<file path="config.mk">
export PLATFORM = sky130hd
export DESIGN_NAME = hm_grouped_monitor
export DESIGN_NICKNAME = d
export VERILOG_FILES = /design/src/rtl/hm_pkg.sv /design/src/rtl/hm_qualify.sv /design/src/rtl/hm_unit_bank.sv /design/src/rtl/hm_pio.sv /design/src/rtl/hm_grouped_monitor.sv
export SDC_FILE = /design/constraint.sdc
export NUM_CORES = 2
export LEC_CHECK = 0
export BUFFER_PORTS_ARGS = -buffer_cell sky130_fd_sc_hd__buf_2
export CELL_PAD_IN_SITES_DETAIL_PLACEMENT = 1
export CELL_PAD_IN_SITES_GLOBAL_PLACEMENT = 1
export CORE_MARGIN = 1
export CORE_UTILIZATION = 43
export DETAILED_ROUTE_END_ITERATION = 7
export MAX_ROUTING_LAYER = met4
export PLACE_DENSITY_LB_ADDON = 0.3
export SYNTH_ARGS = -nofsm -noshare
export SYNTH_HDL_FRONTEND = slang
export SYNTH_HIERARCHICAL = 1
export SYNTH_SLANG_ARGS = --single-unit
</file>
<file path="constraint.sdc">
create_clock -name clk -period 2.8 [get_ports clk]
set_input_delay 0.7 -clock clk [delete_from_list [all_inputs] [get_ports clk]]
set_output_delay 0.7 -clock clk [all_outputs]
set_load 0.01 [all_outputs]
</file>
<file path="src/rtl/hm_pkg.sv">
package hm_pkg;

    typedef enum logic [1:0] {
        QM_ANY   = 2'b00,
        QM_SET   = 2'b01,
        QM_CLEAR = 2'b10,
        QM_NEVER = 2'b11
    } qual_mode_e;

    typedef enum logic {
        PIO_IDLE = 1'b0,
        PIO_RESP = 1'b1
    } pio_state_e;

    localparam int ADDR_CTRL     = 0;
    localparam int ADDR_STAT     = 1;
    localparam int ADDR_CNT_BASE = 2;

endpackage

</file>
<file path="src/rtl/hm_qualify.sv">
module hm_qualify
    import hm_pkg::*;
(
    input  logic [1:0] mark_mode,
    input  logic [1:0] priv_mode,
    input  logic       proc_mark,
    input  logic       user_mode,
    output logic       count_ok
);
    logic mark_ok;
    logic priv_ok;

    always_comb begin
        unique case (qual_mode_e'(mark_mode))
            QM_ANY:   mark_ok = 1'b1;
            QM_SET:   mark_ok = proc_mark;
            QM_CLEAR: mark_ok = ~proc_mark;
            QM_NEVER: mark_ok = 1'b0;
        endcase
    end

    always_comb begin
        unique case (qual_mode_e'(priv_mode))
            QM_ANY:   priv_ok = 1'b1;
            QM_SET:   priv_ok = user_mode;
            QM_CLEAR: priv_ok = ~user_mode;
            QM_NEVER: priv_ok = 1'b0;
        endcase
    end

    assign count_ok = mark_ok & priv_ok;
endmodule

</file>
<file path="src/rtl/hm_unit_bank.sv">
module hm_unit_bank #(
    parameter int N_CTRS   = 5,
    parameter int N_GROUPS = 16,
    parameter int CNT_W    = 32,
    localparam int SEL_W   = $clog2(N_GROUPS),
    localparam int EV_W    = N_GROUPS * N_CTRS
) (
    input  logic                      clk,
    input  logic                      rst_n,
    input  logic [EV_W-1:0]           evt,
    input  logic [SEL_W-1:0]          sel,
    input  logic                      count_ok,
    input  logic [N_CTRS-1:0]         wr,
    input  logic [CNT_W-1:0]          wdata,
    input  logic                      ovf_clr,
    output logic [N_CTRS*CNT_W-1:0]   cnt,
    output logic                      ovf
);
    logic [N_CTRS-1:0] wrap;

    for (genvar c = 0; c < N_CTRS; c++) begin : g_ctr
        logic [N_GROUPS-1:0] col;
        logic                hit;
        logic [CNT_W-1:0]    val_q;

        for (genvar g = 0; g < N_GROUPS; g++) begin : g_col
            assign col[g] = evt[g*N_CTRS + c];
        end

        assign hit     = col[sel] & count_ok;
        assign wrap[c] = ~wr[c] & hit & (&val_q);

        always_ff @(posedge clk or negedge rst_n) begin
            if (!rst_n) begin
                val_q <= '0;
            end else if (wr[c]) begin
                val_q <= wdata;
            end else if (hit) begin
                val_q <= val_q + CNT_W'(1);
            end
        end

        assign cnt[c*CNT_W +: CNT_W] = val_q;
    end

    always_ff @(posedge clk or negedge rst_n) begin
        if (!rst_n) begin
            ovf <= 1'b0;
        end else if (|wrap) begin
            ovf <= 1'b1;
        end else if (ovf_clr) begin
            ovf <= 1'b0;
        end
    end
endmodule

</file>
<file path="src/rtl/hm_pio.sv">
module hm_pio
    import hm_pkg::*;
#(
    parameter int N_UNITS = 4,
    parameter int N_CTRS  = 5,
    parameter int CNT_W   = 32,
    parameter int CTRL_W  = 20,
    parameter int ADDR_W  = 5,
    localparam int N_CNT  = N_UNITS * N_CTRS
) (
    input  logic                    clk,
    input  logic                    rst_n,
    input  logic                    pio_en,
    input  logic                    pio_we,
    input  logic [ADDR_W-1:0]       pio_addr,
    input  logic [CTRL_W-1:0]       ctrl_wdata,
    input  logic [N_CNT*CNT_W-1:0]  cnt_all,
    input  logic [N_UNITS-1:0]      ovf_all,
    output logic [CNT_W-1:0]        pio_rdata,
    output logic                    pio_rvalid,
    output logic [CTRL_W-1:0]       ctrl_q,
    output logic [N_CNT-1:0]        cnt_wr,
    output logic                    stat_wr
);
    pio_state_e       state_q, state_d;
    logic             rd_req, wr_req;
    logic [CNT_W-1:0] rd_mux;

    assign rd_req  = pio_en & ~pio_we;
    assign wr_req  = pio_en & pio_we;
    assign stat_wr = wr_req & (pio_addr == ADDR_W'(ADDR_STAT));

    for (genvar i = 0; i < N_CNT; i++) begin : g_wdec
        assign cnt_wr[i] = wr_req & (pio_addr == ADDR_W'(ADDR_CNT_BASE + i));
    end

    always_comb begin
        rd_mux = '0;
        if (pio_addr == ADDR_W'(ADDR_CTRL)) begin
            rd_mux = CNT_W'(ctrl_q);
        end else if (pio_addr == ADDR_W'(ADDR_STAT)) begin
            rd_mux = CNT_W'(ovf_all);
        end else begin
            for (int i = 0; i < N_CNT; i++) begin
                if (pio_addr == ADDR_W'(ADDR_CNT_BASE + i)) begin
                    rd_mux = cnt_all[i*CNT_W +: CNT_W];
                end
            end
        end
    end

    always_comb begin
        unique case (state_q)
            PIO_IDLE: state_d = rd_req ? PIO_RESP : PIO_IDLE;
            PIO_RESP: state_d = rd_req ? PIO_RESP : PIO_IDLE;
        endcase
    end

    always_ff @(posedge clk or negedge rst_n) begin
        if (!rst_n) begin
            state_q <= PIO_IDLE;
        end else begin
            state_q <= state_d;
        end
    end

    always_ff @(posedge clk or negedge rst_n) begin
        if (!rst_n) begin
            pio_rdata <= '0;
            ctrl_q    <= '0;
        end else begin
            if (rd_req) begin
                pio_rdata <= rd_mux;
            end
            if (wr_req && pio_addr == ADDR_W'(ADDR_CTRL)) begin
                ctrl_q <= ctrl_wdata;
            end
        end
    end

    assign pio_rvalid = (state_q == PIO_RESP);
endmodule

</file>
<file path="src/rtl/hm_grouped_monitor.sv">
module hm_grouped_monitor #(
    parameter int N_UNITS  = 4,
    parameter int N_CTRS   = 5,
    parameter int N_GROUPS = 16,
    parameter int CNT_W    = 32,
    localparam int SEL_W    = $clog2(N_GROUPS),
    localparam int EV_UNIT  = N_GROUPS * N_CTRS,
    localparam int EV_W     = N_UNITS * EV_UNIT,
    localparam int N_CNT    = N_UNITS * N_CTRS,
    localparam int ADDR_W   = $clog2(N_CNT + 2),
    localparam int MARK_LSB = N_UNITS * SEL_W,
    localparam int PRIV_LSB = MARK_LSB + 2,
    localparam int CTRL_W   = PRIV_LSB + 2
) (
    input  logic               clk,
    input  logic               rst_n,
    input  logic [EV_W-1:0]    unit_evt,
    input  logic               proc_mark,
    input  logic               user_mode,
    input  logic               pio_en,
    input  logic               pio_we,
    input  logic [ADDR_W-1:0]  pio_addr,
    input  logic [CNT_W-1:0]   pio_wdata,
    output logic [CNT_W-1:0]   pio_rdata,
    output logic               pio_rvalid
);
    logic [CTRL_W-1:0]      ctrl_q;
    logic [N_CNT-1:0]       cnt_wr;
    logic                   stat_wr;
    logic                   count_ok;
    logic [N_CNT*CNT_W-1:0] cnt_flat;
    logic [N_UNITS-1:0]     ovf_q;

    hm_pio #(
        .N_UNITS(N_UNITS), .N_CTRS(N_CTRS), .CNT_W(CNT_W),
        .CTRL_W(CTRL_W), .ADDR_W(ADDR_W)
    ) u_pio (
        .clk        (clk),
        .rst_n      (rst_n),
        .pio_en     (pio_en),
        .pio_we     (pio_we),
        .pio_addr   (pio_addr),
        .ctrl_wdata (pio_wdata[CTRL_W-1:0]),
        .cnt_all    (cnt_flat),
        .ovf_all    (ovf_q),
        .pio_rdata  (pio_rdata),
        .pio_rvalid (pio_rvalid),
        .ctrl_q     (ctrl_q),
        .cnt_wr     (cnt_wr),
        .stat_wr    (stat_wr)
    );

    hm_qualify u_qual (
        .mark_mode (ctrl_q[MARK_LSB +: 2]),
        .priv_mode (ctrl_q[PRIV_LSB +: 2]),
        .proc_mark (proc_mark),
        .user_mode (user_mode),
        .count_ok  (count_ok)
    );

    for (genvar u = 0; u < N_UNITS; u++) begin : g_unit
        hm_unit_bank #(
            .N_CTRS(N_CTRS), .N_GROUPS(N_GROUPS), .CNT_W(CNT_W)
        ) u_bank (
            .clk      (clk),
            .rst_n    (rst_n),
            .evt      (unit_evt[u*EV_UNIT +: EV_UNIT]),
            .sel      (ctrl_q[u*SEL_W +: SEL_W]),
            .count_ok (count_ok),
            .wr       (cnt_wr[u*N_CTRS +: N_CTRS]),
            .wdata    (pio_wdata),
            .ovf_clr  (stat_wr & pio_wdata[u]),
            .cnt      (cnt_flat[u*N_CTRS*CNT_W +: N_CTRS*CNT_W]),
            .ovf      (ovf_q[u])
        );
    end
endmodule

</file>
== Yosys cells after proc, flatten, opt, wreduce, memory -nomap -nowiden ==
Cells that the tools add are included.
Storage, ports and cells
  register bits after elaboration: 697
  input bits: 363
  output and inout port bits: 33
  logic and storage cells: 354
Cells by class
  add/subtract/negate cells: 20
  order comparisons: 4
  equality and inequality tests: 27
  mux-type cells: 113
  bitwise operators: 111
  reductions and logical operators: 52
Operators by type and width (count)
  $mux W32: 62
  $add A32 B1 Y32 const B: 20
  $reduce_and A32 Y1: 20
  $and A1 B1 Y1: 88
  $bmux W1 S4: 20
  $reduce_bool A2 Y1: 24
  $eq A5 B4 Y1 const B: 8
  $eq A5 B5 Y1 const B: 6
  $mux W1: 29
  $not A1 Y1: 23
  $eq A5 B3 Y1 const B: 4
  $lt A4 B5 Y1 const B: 4
  $reduce_or A5 Y1: 4
  $eq A5 B2 Y1 const B: 2
  $eq A2 B2 Y1 const B: 4
  $pmux W1 S4: 2
  $eq A5 B1 Y1 const B: 1
  $logic_not A5 Y1: 1
  $eq A2 B1 Y1 const B: 2
  $logic_not A2 Y1: 2
  $logic_and A1 B1 Y1: 1

== Depth between registers and ports, before layout ==
  depth after elaboration: 23
  depth in mapped cells: 12
  mapped depth without buffers: 8

== Cells and area by module ==
The synthesis kept the hierarchy.
By module, submodules not included
  hm_unit_bank (g_unit[0].u_bank ...): times used 3, cells an instance 1136, area an instance 10364.9 µm², seq. area each 4028.9 µm²
  hm_unit_bank (g_unit[3].u_bank): times used 1, cells an instance 1170, area an instance 10869.2 µm², seq. area each 4028.9 µm²
  hm_pio: times used 1, cells an instance 1142, area an instance 7972.6 µm², seq. area each 1326.3 µm²
  hm_qualify: times used 1, cells an instance 3, area an instance 33.8 µm², seq. area each 0.0 µm²
  hm_grouped_monitor: times used 1, cells an instance 4, area an instance 25.0 µm², seq. area each 0.0 µm²

== Worst setup path after synthesis ==
No wires, ideal clock.
  path kind: input port to flip-flop
  start: input user_mode
  end: register g_unit[0].u_bank.g_ctr[2].val_q[21]
  setup time: 0.126 ns
  arrival time: 3.212 ns
  slack: -0.538 ns
  stages on the path: 8
  buffers on the path: 0
  path through: mux2_4 -> a211oi_2 -> nand2_1 -> a21oi_1 -> nand3_1 -> a2111oi_4 -> mux2_2 -> a221o_1
Between the ends
  word-level cells in the longest chain between the ends: 5
Ends and longest elaborated chain
  start: declaration: RTL line hm_grouped_monitor.sv:19  | input logic user_mode,
  $not A1 Y1: RTL line hm_qualify.sv:26  | QM_CLEAR: priv_ok = ~user_mode;
  $pmux W1 S4 (*): RTL line hm_qualify.sv:23  | unique case (qual_mode_e'(priv_mode))
  $and A1 B1 Y1 (*): RTL line hm_qualify.sv:31  | assign count_ok = mark_ok & priv_ok;
  net count_ok: RTL line hm_grouped_monitor.sv:30  | logic count_ok;
  $and A1 B1 Y1 (*): RTL line hm_unit_bank.sv:30  | assign hit = col[sel] & count_ok;
  $reduce_bool A2 Y1 (no source line) (*)
  end signal: assignment: RTL line hm_unit_bank.sv:37  | val_q <= wdata;
  end signal: assignment: RTL line hm_unit_bank.sv:39  | val_q <= val_q + CNT_W'(1);
  end: declaration: RTL line hm_unit_bank.sv:24  | logic [CNT_W-1:0] val_q;
The timed path passes the listed nets; every way through them passes the cells marked *.
A chain may end at the register's enable or synchronous reset.

== Worst setup path after layout ==
  start: register u_pio.ctrl_q[19]
  end: register g_unit[2].u_bank.g_ctr[3].val_q[9]
Between the ends
  word-level cells in the longest chain between the ends: 5
Ends and longest elaborated chain
  start: declaration: RTL line hm_pio.sv:21  | output logic [CTRL_W-1:0] ctrl_q,
  start signal: assignment: RTL line hm_pio.sv:76  | ctrl_q <= ctrl_wdata;
  $eq A2 B2 Y1 (tied with other cells): RTL line hm_qualify.sv:23
  $pmux W1 S4 (*): RTL line hm_qualify.sv:23
  $and A1 B1 Y1 (*): RTL line hm_qualify.sv:31
  net count_ok: RTL line hm_grouped_monitor.sv:30
  $and A1 B1 Y1 (*): RTL line hm_unit_bank.sv:30
  $reduce_bool A2 Y1 (no source line) (*)
  end signal: assignment: RTL line hm_unit_bank.sv:37
  end signal: assignment: RTL line hm_unit_bank.sv:39
  end: declaration: RTL line hm_unit_bank.sv:24
Marks and branches as above.

==> flow_summary.json <==
{
  "final-setup-viol-count": 104,
  "yosysTopAreaCellShare_pct": 34.9,
  "crit_chain": "mux2_4 > a211oi_4 > buf_12 > nand2b_1 > buf_4 > a221oi_2 > a2bb2oi_2 > buf_12 > buf_4 > nor4b_2 > xnor2_1 > o21ai_1",
  "p_switching_mw": 20.3,
  "overflow": 0,
  "failed_checks": "negative setup slack",
  "clock_path_buffers": 3,
  "path_buf_inv": 4,
  "finalMaxSlewViolations": 0,
  "port_buffers": 395,
  "cpPeakStageDelay_ns": 0.39,
  "synth_area_per_cell_um2": 8.73,
  "synth_commonest_cells": "853 x nand2_1, 697 x dfrtp_1, 475 x o21ai_0, 441 x xnor2_1, 301 x nand3_1",
  "p_seq_share_pct": 40.6,
  "total_power_mw": 46.4,
  "post_route_cells_drive_above_1_share_pct": 28.5,
  "fillers": 13400,
  "setup_ws_ns": -0.155,
  "crit_path_start_kind": "flop",
  "syn-num-nets": 6110,
  "irDropWorstVdd_mv": 0.528,
  "fmax_mhz": 338,
  "routed_via_density": 6.73,
  "rsz0062_at_grt": "yes",
  "synth_top_cell_by_area": "dfrtp_1",
  "synth_ff_type": "dfrtp_1",
  "ys_seq_elements": 697,
  "slowest_stage": "dfrtp_1",
  "grt.total_usage_pct": 48.5,
  "die_h_um": 343,
  "clock-sinks": 697,
  "period_share_pct": 106,
  "tightest_slew_ns": 1.03,
  "core_mm2": 0.115,
  "ys_seq_area_share_pct": 34.9,
  "max_cap_viol_count": 0,
  "finalSetupTns_ns": -5.00,
  "clockPowerShare_pct": 25.4,
  "hold_viol_final": 0,
  "drt_iter0_drc": 6943,
  "io_pins": 396,
  "synth_edf_count": 0,
  "power_leakage_nw": 23.8,
  "postRouteWirelength_mm": 285,
  "die_x_um": 343,
  "crit_path_end_kind": "flop",
  "dp_hpwl_mm": 216,
  "hold_class": "in -> reg",
  "clk_transition_reported_paths_ns": 0.06,
  "cts_root_buf": "clkbuf_16",
  "multiInputGateArea_mm2": 0.0315,
  "grt_pass1_vias": 54900,
  "p_int_mw": 26.1,
  "power_density_mw_per_mm2": 727,
  "dr_total_vias": 55900,
  "cts_tree": "done",
  "yosysMostFrequentCell": "nand2_1",
  "fin_crit_ns": 2.96,
  "crit_family": "buffers and inverters",
  "drc": 0,
  "arrival_ns": 3.53,
  "nNetsFinal": 7092,
  "design_area_mm2": 0.0639,
  "crit_path_max_fanout": 25,
  "gp_congestion": 1.11,
  "yosysWarnings": 6,
  "antenna_found_initial": 20,
  "grt_start_max_net_pins": 121,
  "slew_headroom_pct": 31.6,
  "initial_core_util_pct": 43.5,
  "syn-cell-area_mm2": 0.0500,
  "cts_buffers": 88,
  "synthArstFlopShare_pct": 100,
  "regArea_mm2": 0.0174,
  "p_comb_share_pct": 34.0,
  "fin_skew_ns": 0.0404,
  "area_growth_pct": 27.8,
  "insertion_delay_ns": 0.72,
  "place_area_mm2": 0.0601,
  "die_area_mm2": 0.118,
  "htreeDepth": 3,
  "num_rows": 124,
  "routedWlPerCell_um": 34.3,
  "cp.required_ns": 3.37,
  "switching_share_pct": 43.7,
  "synth.area.top_cells": "dfrtp_1 35%, xnor2_1 7.7%, nand2_1 6.4%",
  "grt_pass1_wl_mm": 399,
  "worstSetupPathType": "reg -> reg",
  "detail-route-antenna-nets": 0,
  "netlist_instances": 5727,
  "status": "finished with violations",
  "dr.pass1.iters": 7,
  "ys_types": 103
}
[layout make-up]
type / instances / share of cell area [%]
diodes: 24 / 0.0940
clock buffers: 130 / 4.14
clock inverters: 23 / 0.352
inverters: 118 / 0.695
multi-input cells: 4539 / 49.3
flip-flops and latches: 697 / 27.3
well taps: 1512 / 2.96
repair buffers: 1265 / 15.1
[cell usage in the layout (no fill, tap or decap), drive strengths merged, types with 116 or more instances in the layout]
cell type / n
nor2: 217
xnor2: 441
a21oi: 198
buf: 1264
xor2: 128
nand2: 853
nor3: 127
mux2: 165
o21ai: 562
nor4: 145
a22oi: 126
nand3: 315
a211oi: 128
clkbuf: 130
inv: 116
mux2i: 173
dfrtp: 697
[kinds of logic (layout without fill, tap and decap cells)]
group,after synthesis,after routing,synth area share [%]
AOI/OAI and AO/OA,1459,1459,20.4
xor gates and xnor gates,569,569,9.97
adders and majority gates,20,20,0.501
buffers and inverters,491,1536,4.62
DFF,697,697,34.9
muxes,365,365,8.43
other,0,24,0
and+or+nand+nor,2126,2126,21.2
[power by group through the flow]
stage	registers [mW]	logic [mW]	clock network (mW)
after floorplan	15.7	8.97	0
after global placement	18.5	14.3	0
after detailed placement	18.6	14.8	0
after CTS	18.5	15.1	11.8
after global routing	18.9	16.6	12.2
final	18.8	15.8	11.8
[sequential cells by signal, indices dropped and copies added (netlist names)]
name	count
g_unit.u_bank/g_ctr.val_q	640
u_pio/pio_rvalid	1
g_unit.u_bank/ovf	4
u_pio/pio_rdata	32
u_pio/ctrl_q	20
[layer usage]
layer,vias up,GRT usage (%),share of wire [%]
met3,891,10.8,11
met2,3491,69.8,43
met4,0,27.6,6.7
met5,-,-,0
met1,28500,62.5,39
li1,23100,-,-
[tightest hold or removal path: stages]
cell and delay [ns]:
buf_2 0.17, nand2_1 0.08, o21ai_0 0.07
[final timing paths]
check | start | end | slack [ns] | cells after the start
worst max register to register | u_pio/ctrl_q[19] | g_unit[2].u_bank/g_ctr[3].val_q[9] | -0.16 | 12
worst max-delay path | u_pio/ctrl_q[19] | g_unit[2].u_bank/g_ctr[3].val_q[9] | -0.16 | 12
min in group asynchronous | rst_n | g_unit[1].u_bank/g_ctr[1].val_q[22] | 0.47 | 2
worst min register to register | u_pio/pio_rdata[27] | u_pio/pio_rdata[27] | 0.56 | 2
max in group asynchronous | rst_n | u_pio/ctrl_q[12] | 1.18 | 3
worst min-delay path | pio_wdata[7] | g_unit[0].u_bank/g_ctr[4].val_q[7] | 0.36 | 3
[metrics by stage]
stage / instances / worst slack (ns) / utilization [%] / hold WS, ns
2_1_floorplan: 5727 / -0.299 / - / 0.404
3_3_place_gp: 8125 / -0.894 / 52.3 / 0.538
3_5_place_dp: 8125 / -0.911 / 52.3 / 0.540
4_1_cts: 8281 / -0.111 / 55.0 / 0.348
5_1_grt: 8297 / -0.238 / 55.6 / 0.389
6_report: 8308 / -0.155 / 55.7 / 0.362
[timing repair]
| item | CTS | global route |
|---|---|---|
| gates resized for setup | 43 | 110 |
| gates cloned | 0 | 0 |
| hold buffers | 1 | 0 |
| setup buffers | 2 | 3 |
| hold endpoints to repair | 5 | 0 |
| setup endpoints to repair | 88 | 368 |
| pin swaps | 0 | 6 |
Note: power is estimated with default switching activity, not from simulation.
